--- config.mk ---
export PLATFORM = sky130hd
export DESIGN_NAME = blit_word_combiner
export DESIGN_NICKNAME = d
export VERILOG_FILES = /design/src/rtl/blit_pkg.sv /design/src/rtl/blit_pattern_ram.sv /design/src/rtl/blit_pattern_sel.sv /design/src/rtl/blit_rop.sv /design/src/rtl/blit_edge_merge.sv /design/src/rtl/blit_word_combiner.sv
export SDC_FILE = /design/constraint.sdc
export NUM_CORES = 1
export LEC_CHECK = 0
export BUFFER_PORTS_ARGS = -buffer_cell sky130_fd_sc_hd__buf_4
export CAP_MARGIN = 20
export CORE_UTILIZATION = 40
export CTS_CLUSTER_DIAMETER = 40
export CTS_CLUSTER_SIZE = 40
export DETAILED_ROUTE_END_ITERATION = 10
export SKIP_LAST_GASP = 1
export SLEW_MARGIN = 20
export SYNTH_ARGS = -nofsm -noshare
export SYNTH_HDL_FRONTEND = slang
export SYNTH_HIERARCHICAL = 1
export SYNTH_SLANG_ARGS = --single-unit
--- constraint.sdc ---
create_clock -name clk -period 6.62 [get_ports clk]
set_input_delay 0.993 -clock clk [delete_from_list [all_inputs] [get_ports clk]]
set_output_delay 0.993 -clock clk [all_outputs]
set_load 0.05 [all_outputs]
--- src/rtl/blit_pkg.sv ---
package blit_pkg;
  typedef enum logic [1:0] {
    HT_ONES = 2'd0,
    HT_PAT  = 2'd1,
    HT_SRC  = 2'd2,
    HT_BOTH = 2'd3
  } ht_sel_e;
endpackage

--- src/rtl/blit_pattern_ram.sv ---
module blit_pattern_ram #(
  parameter int WORD_W   = 16,
  parameter int ROW_BITS = 4
) (
  input  logic                clk,
  input  logic                we,
  input  logic [ROW_BITS-1:0] waddr,
  input  logic [WORD_W-1:0]   wdata,
  input  logic [ROW_BITS-1:0] raddr,
  output logic [WORD_W-1:0]   rdata
);
  localparam int ROWS = 1 << ROW_BITS;

  logic [WORD_W-1:0] mem [ROWS];

  always_ff @(posedge clk) begin
    if (we) mem[waddr] <= wdata;
  end

  assign rdata = mem[raddr];
endmodule

--- src/rtl/blit_pattern_sel.sv ---
module blit_pattern_sel
  import blit_pkg::*;
#(
  parameter int WORD_W   = 16,
  parameter int ROW_BITS = 4
) (
  input  logic                rst,
  input  logic [WORD_W-1:0]   src,
  input  logic [ROW_BITS-1:0] line_idx,
  input  logic                smudge,
  input  logic [1:0]          sel,
  input  logic [WORD_W-1:0]   row_data,
  output logic [ROW_BITS-1:0] row_idx,
  output logic [WORD_W-1:0]   hword
);
  assign row_idx = smudge ? src[ROW_BITS-1:0] : line_idx;

  always_comb begin
    unique case (ht_sel_e'(sel))
      HT_ONES: hword = '1;
      HT_PAT:  hword = row_data;
      HT_SRC:  hword = src;
      HT_BOTH: hword = src & row_data;
    endcase
  end

  // a source-only select passes the source word through unchanged
  always_comb begin
    if (!rst && sel == 2'd2)
      a_r1_src_pass : assert (hword == src);
  end
  // the combined select never sets a bit that the source word lacks
  always_comb begin
    if (!rst && sel == 2'd3)
      a_r1_both_subset : assert ((hword & ~src) == '0);
  end
endmodule

--- src/rtl/blit_rop.sv ---
module blit_rop #(
  parameter int WORD_W = 16
) (
  input  logic              rst,
  input  logic [3:0]        code,
  input  logic [WORD_W-1:0] h,
  input  logic [WORD_W-1:0] d,
  output logic [WORD_W-1:0] res
);
  // Each code bit is the output for one (H,D) pair: bit {~H,~D}
  for (genvar i = 0; i < WORD_W; i++) begin : g_bit
    assign res[i] = code[{~h[i], ~d[i]}];
  end

  // the copy code yields H and the no-op code yields D
  always_comb begin
    if (!rst && code == 4'h3)
      a_r3_copy_h : assert (res == h);
    if (!rst && code == 4'h5)
      a_r3_keep_d : assert (res == d);
    if (!rst && code == 4'h6)
      a_r3_xor : assert (res == (h ^ d));
  end
endmodule

--- src/rtl/blit_edge_merge.sv ---
module blit_edge_merge #(
  parameter int WORD_W = 16
) (
  input  logic              rst,
  input  logic              first,
  input  logic              last,
  input  logic [WORD_W-1:0] m_first,
  input  logic [WORD_W-1:0] m_mid,
  input  logic [WORD_W-1:0] m_last,
  input  logic [WORD_W-1:0] opres,
  input  logic [WORD_W-1:0] dst,
  output logic [WORD_W-1:0] mask,
  output logic [WORD_W-1:0] merged
);
  always_comb begin
    if (first)     mask = m_first;
    else if (last) mask = m_last;
    else           mask = m_mid;
  end

  for (genvar i = 0; i < WORD_W; i++) begin : g_mux
    assign merged[i] = mask[i] ? opres[i] : dst[i];
  end

  // a one-word line uses the first-word mask
  always_comb begin
    if (!rst && first && last)
      a_r4_first_wins : assert (mask == m_first);
  end
  // bits outside the mask keep the destination value
  always_comb begin
    if (!rst)
      a_r5_outside_kept : assert (((merged ^ dst) & ~mask) == '0);
  end
endmodule

--- src/rtl/blit_word_combiner.sv ---
module blit_word_combiner #(
  parameter int WORD_W   = 16,
  parameter int ROW_BITS = 4
) (
  input  logic                clk,
  input  logic                rst,
  input  logic                pat_we,
  input  logic [ROW_BITS-1:0] pat_addr,
  input  logic [WORD_W-1:0]   pat_wdata,
  input  logic                in_valid,
  input  logic [WORD_W-1:0]   src_word,
  input  logic [WORD_W-1:0]   dst_word,
  input  logic [ROW_BITS-1:0] line_idx,
  input  logic                smudge,
  input  logic [1:0]          ht_sel,
  input  logic [3:0]          rop,
  input  logic                first_word,
  input  logic                last_word,
  input  logic [WORD_W-1:0]   mask_first,
  input  logic [WORD_W-1:0]   mask_mid,
  input  logic [WORD_W-1:0]   mask_last,
  output logic                out_valid,
  output logic [WORD_W-1:0]   out_word
);
  logic [ROW_BITS-1:0] row_idx;
  logic [WORD_W-1:0]   row_data, hword, opres, mask, merged;

  blit_pattern_ram #(.WORD_W(WORD_W), .ROW_BITS(ROW_BITS)) u_ram (
    .clk(clk), .we(pat_we), .waddr(pat_addr), .wdata(pat_wdata),
    .raddr(row_idx), .rdata(row_data)
  );

  blit_pattern_sel #(.WORD_W(WORD_W), .ROW_BITS(ROW_BITS)) u_sel (
    .rst(rst), .src(src_word), .line_idx(line_idx), .smudge(smudge),
    .sel(ht_sel), .row_data(row_data), .row_idx(row_idx), .hword(hword)
  );

  blit_rop #(.WORD_W(WORD_W)) u_rop (
    .rst(rst), .code(rop), .h(hword), .d(dst_word), .res(opres)
  );

  blit_edge_merge #(.WORD_W(WORD_W)) u_merge (
    .rst(rst), .first(first_word), .last(last_word),
    .m_first(mask_first), .m_mid(mask_mid), .m_last(mask_last),
    .opres(opres), .dst(dst_word), .mask(mask), .merged(merged)
  );

  always_ff @(posedge clk) begin
    if (rst) begin
      out_valid <= 1'b0;
      out_word  <= '0;
    end else begin
      out_valid <= in_valid;
      if (in_valid) out_word <= merged;
    end
  end

  // valid follows the input valid by one cycle
  a_r6_valid_lag : assert property (@(posedge clk) disable iff (rst)
    in_valid |=> out_valid);
  a_r6_idle_lag : assert property (@(posedge clk) disable iff (rst)
    !in_valid |=> !out_valid);
  // the result holds while no word is accepted
  a_r6_hold : assert property (@(posedge clk) disable iff (rst)
    !in_valid |=> $stable(out_word));
  // reset clears the outputs
  a_r7_reset : assert property (@(posedge clk)
    rst |=> (!out_valid && out_word == '0));
endmodule

* Word-level counts from Yosys, hierarchy flattened *
Memory sizes are Yosys's and may differ from the RTL's.
Index checks and enable logic that the tools add are counted.

storage, ports and cells
  flip-flop bits (word level) = 17
  memory bits (writable) = 256
  input port bits = 117
  output and inout port bits = 17
  logic and storage cells = 110
  memories = 1

cells by class
  order comparisons = 16
  equal/unequal tests = 3
  mux-type cells = 54
  bitwise logic cells = 33
  reductions and logical operators = 1

memory list
  memory     words  bits a word  rd ports  clocked after Yosys merged registers in  wr ports  RTL line                source
  u_ram.mem  16     16           1         0                                        1         blit_pattern_ram.sv:14  logic [WORD_W-1:0] mem [ROWS];

operator list
  cell                                                 number
  one-hot mux 16 bit (4 select lines)                  1
  < comparator 2 x 3 -> 1 bit (second input constant)  16
  two-way mux 1 bit                                    34
  binary-select mux 1 bit (select 2 bit)               16
  two-way mux 16 bit                                   2
  NOT 1 bit                                            32
  AND 16 bit                                           1
  == test 2 bit (second input constant)                2
  two-way mux 4 bit                                    1
  == test 2 x 1 -> 1 bit (second input constant)       1
  logical NOT 2 bit                                    1

* Depth between registers and ports, before layout *
An unclocked memory read counts as a cell.

  depth in word-level cells = 8
  depth in mapped cells = 12

* Modules after synthesis *
The synthesis kept the hierarchy.

by module, submodules not included
  module              times used  cells each  area an instance (sq um)  seq. area each (sq um)
  blit_pattern_ram    1           416         9723.1                    7687.4
  blit_word_combiner  1           54          608.1                     340.3
  blit_edge_merge     1           69          606.8                     0.0
  blit_rop            1           20          412.9                     0.0
  blit_pattern_sel    1           56          389.1                     0.0

* Least setup slack after synthesis *
No wires, ideal clock.

  path kind = input port to flip-flop
  start point = input port smudge
  end point = register out_word[11]
  data arrival time = 3.100 ns
  setup slack = 3.403 ns
  stages = 12
  path through = mux2_1 > buf_6 > buf_6 > mux4_1 > a22oi_1 > nand2_1 > inv_1 > a22oi_2 > mux4_2 > mux2_4 > mux2i_1 > nor2_1

on the way
  word-level cells in the longest chain between the ends = 8

ends and longest elaborated chain
  item                                       RTL line                  source
  start, declared                            blit_word_combiner.sv:14  input logic smudge,
  two-way mux 4 bit *                        blit_pattern_sel.sv:16    assign row_idx = smudge ? src[ROW_BITS-1:0] : line_idx;
  memory (16 x 16 bit) *                     n/a
  named net row_data[11]                     blit_word_combiner.sv:26  logic [WORD_W-1:0] row_data, hword, opres, mask, merged;
  AND 16 bit                                 blit_pattern_sel.sv:23    HT_BOTH: hword = src & row_data;
  one-hot mux 16 bit (4 select lines) *      blit_pattern_sel.sv:19    unique case (ht_sel_e'(sel))
  named net hword[11]                        blit_word_combiner.sv:26
  NOT 1 bit *                                blit_rop.sv:12            assign res[i] = code[{~h[i], ~d[i]}];
  binary-select mux 1 bit (select 2 bit) *   blit_rop.sv:12
  two-way mux 1 bit (implied by the code) *  blit_rop.sv:12
  named net opres[11]                        blit_word_combiner.sv:26
  two-way mux 1 bit *                        blit_edge_merge.sv:22     assign merged[i] = mask[i] ? opres[i] : dst[i];
  named net merged[11]                       blit_word_combiner.sv:26
  end signal, assigned                       blit_word_combiner.sv:54  if (in_valid) out_word <= merged;
  end, declared                              blit_word_combiner.sv:23  output logic [WORD_W-1:0] out_word

The timed path passes the listed nets; every way through them passes the cells marked *. The select of a mux whose other input is x is not followed.
A chain may end at the register's enable or synchronous reset.

* Final worst setup path *
  start point = input port smudge
  end point = register out_word[13]

on the way
  word-level cells in the longest chain between the ends = 8

ends and longest elaborated chain
  item                                       RTL line                  source
  two-way mux 4 bit *                        blit_pattern_sel.sv:16
  named net row_idx[0]                       blit_word_combiner.sv:25  logic [ROW_BITS-1:0] row_idx;
  memory (16 x 16 bit) *                     n/a
  named net row_data[13]                     blit_word_combiner.sv:26
  AND 16 bit                                 blit_pattern_sel.sv:23
  one-hot mux 16 bit (4 select lines) *      blit_pattern_sel.sv:19
  named net hword[13]                        blit_word_combiner.sv:26
  NOT 1 bit *                                blit_rop.sv:12
  binary-select mux 1 bit (select 2 bit) *   blit_rop.sv:12
  two-way mux 1 bit (implied by the code) *  blit_rop.sv:12
  named net opres[13]                        blit_word_combiner.sv:26
  two-way mux 1 bit *                        blit_edge_merge.sv:22
  named net merged[13]                       blit_word_combiner.sv:26

Marks and branches as above.

==> flow_summary.json <==
{
  "period_needed_ns": 3.73,
  "ys_types": 28,
  "synth.most_common_cell": "edfxtp_1",
  "switchingPower_w": 0.000974,
  "cts_sinks": 273,
  "hp-class": "register to register",
  "tightestPinTransition_ns": 1.12,
  "final_area_um2": 14100,
  "postRouteAntennaNets": 0,
  "p_int_w": 0.00306,
  "syn_area_um2": 11700,
  "ctsResizeCount": 0,
  "final_max_slew_viol_count": 0,
  "finalWirelength_um": 28100,
  "grt-ovfl-total": 0,
  "post_drt_via_cell_ratio": 5.43,
  "dp_hpwl_um": 17100,
  "p_seq_share_pct": 48.1,
  "r2r_setup_slack_ns": 4.32,
  "hold-worst-slack_ns": 0.499,
  "path_cells": "buf_4, mux2_4, buf_4, mux4_2, a22oi_1, nand2_1, inv_1, a22oi_1, mux4_2, mux2_4, mux2i_1, nor2_1",
  "synth_top_cells_by_area": "edfxtp_1, mux4_2, mux4_1",
  "synth_top_flop_cell": "edfxtp_1",
  "synth_common_cells": "edfxtp_1, mux4_2, a22oi_1, nand2_1",
  "placed_cell_area_um2": 13100,
  "drt_pass1_iterations": 5,
  "drt_iter0_drc": 552,
  "p_sw_share_pct": 24.2,
  "reg2reg_to": "out_word[1]",
  "clk_pin_slew_ns": 0.06,
  "synth_top_cell_area_share_pct": 65.5,
  "status": "completed",
  "maxCapViolCount": 0,
  "fin_crit_sh_pct": 56.4,
  "leakagePower_nw": 5.06,
  "syn_nets": 732,
  "syn_area_per_cell_um2": 19.1,
  "htreeDepth": 1,
  "first_global_vias": 6630,
  "p_per_area_nw_per_um2": 285,
  "grt.total_usage_pct": 18.8,
  "nFillCells": 2386,
  "cts-hold-fix-buffers": 0,
  "drcViolationCount": 0,
  "rsz0062_at_grt": "false",
  "ys_ff_latch": 273,
  "required_ns": 7.06,
  "die_w_um": 173,
  "cts_made_buffers": 31,
  "regArea_um2": 8030,
  "max-slew-margin-rel_pct": 25.0,
  "io_buffers": 133,
  "grt_max_degree": 49,
  "synthArstFlopShare_pct": 0,
  "hold_end": "out_word[15]",
  "drive_gt1_share_pct": 40.7,
  "synth_top_cell_by_area": "edfxtp_1",
  "cts_setup_buffers": 0,
  "hold_path.startpoint": "out_word[15]",
  "finalClockSkew_ns": 0.0223,
  "crit_path_top_delay_cell": "mux2_4",
  "core.rowCount": 62,
  "ir_drop_mv": 0.203,
  "cp-end-kind": "register",
  "hold_viol": 0,
  "comb_power_share_pct": 10.5,
  "area_growth_pct": 20.3,
  "syn-instance-count": 615,
  "dieArea_um2": 30000,
  "timing.rr.start": "u_ram/mem[1][1]",
  "clkPwrFrac_pct": 41.4,
  "reg2regPathDepth": 9,
  "grt_pass1_wl_um": 42000,
  "multi_input_area_um2": 3310,
  "startpoint_type": "input pin",
  "core-area_um2": 28800,
  "cp.arrival_ns": 4.17,
  "hold_depth": 2,
  "fmax_ghz": 0.268,
  "finalSetupTns_ns": 0,
  "finalSetupViolations": 0,
  "num_vias": 6359,
  "cts_tree": "done",
  "start_util_pct": 40.8,
  "yosys_warnings": 6,
  "die_y_um": 173,
  "crit_type": "input pin to register",
  "cts_max_path_buffers": 3,
  "synth-edff-count": 256,
  "ios": 134,
  "yosysSeqAreaShare_pct": 68.4,
  "antenna_found_initial": 1,
  "crit_fanout": 46,
  "slowest_delay_ns": 0.82,
  "nNetsFinal": 881,
  "place_congestion": 0.940,
  "cts-root-buf": "clkbuf_16",
  "num_antenna_cells": 0,
  "clock_latency_ns": 0.57,
  "post_drt_wl_per_cell_um": 24.0
}
power by group through the flow:
stage	Clock (W)	Sequential, W	Combinational (W)
3_3_place_gp	0	0.00197	0.000418
5_1_grt	0.00177	0.00194	0.000454
3_5_place_dp	0	0.00198	0.000426
2_1_floorplan	0	0.00200	0.000245
4_1_cts	0.00170	0.00194	0.000428
6_report	0.00167	0.00194	0.000423
logic make-up (layout without fill, tap and decap cells):
| kind of cell | after synthesis | count (layout) | share of synthesized area [%] |
|---|---|---|---|
| buf+inv | 70 | 243 | 3.68 |
| flops | 273 | 273 | 68.4 |
| mux | 132 | 132 | 20.7 |
| compound gates | 64 | 64 | 4.50 |
| simple gates | 76 | 76 | 2.72 |
critical path: cells and delay by family:
kind	cells	cell delay, ns
AO/OA/AOI/OAI	2	0.27
buffers and inverters	3	0.60
multiplexers	5	2.04
AND/OR/NAND/NOR	2	0.20
cell usage in the layout, fill, tap and decap left out, drive strengths merged:
master and instances:
a22oi 48, and2 1, buf 154, bufinv 1, clkbuf 31, clkinv 10, clkinvlp 4, dfxtp 17
edfxtp 256, inv 43, mux2 20, mux2i 32, mux4 80, nand2 33, nand2b 2, nand3 1
nand3b 2, nor2 29, nor2b 3, nor3 4, o21ai 16, or3b 1
final cells by class:
class                      count  area share, %
sequential                   273           56.8
multi-input combinational    272           23.4
timing repair buffer         154           8.19
clock buffer                  31           5.49
tap                          384           3.40
clock inverter                26           1.78
inverter                      32          0.851
per-stage QoR:
| step | std cells | setup slack [ns] | utilization [%] | total power [W] |
|---|---|---|---|---|
| 6_report | 1172 | 2.89 | 49.1 | 0.00403 |
| 4_1_cts | 1172 | 2.85 | 49.1 | 0.00407 |
| 3_5_place_dp | 1115 | 2.27 | 45.5 | 0.00240 |
| 2_1_floorplan | 615 | 3.40 | - | 0.00225 |
| 5_1_grt | 1172 | 2.61 | 49.1 | 0.00417 |
| 3_3_place_gp | 1115 | 2.30 | 45.5 | 0.00239 |
state kept, by name (all words and copies together), names as in the netlist:
signal	count
out_valid	1
out_word	16
u_ram/mem	256
worst max path at each step:
stage	depth (start not counted)	from	endpoint
6_report	12	smudge	out_word[13]
5_1_grt	12	smudge	out_word[12]
3_3_place_gp	12	smudge	out_word[11]
4_1_cts	12	smudge	out_word[11]
2_1_floorplan	12	smudge	out_word[11]
3_5_place_dp	12	smudge	out_word[6]
metal layers:
layer	GRT usage [%]	wire [um]	up-vias
met5	0	17	-
li1	-	-	2800
met1	25.4	11900	3268
met2	31.3	13600	248
met3	3.68	2050	41
met4	4.54	498	2
Power figures use the tool's default switching activity.
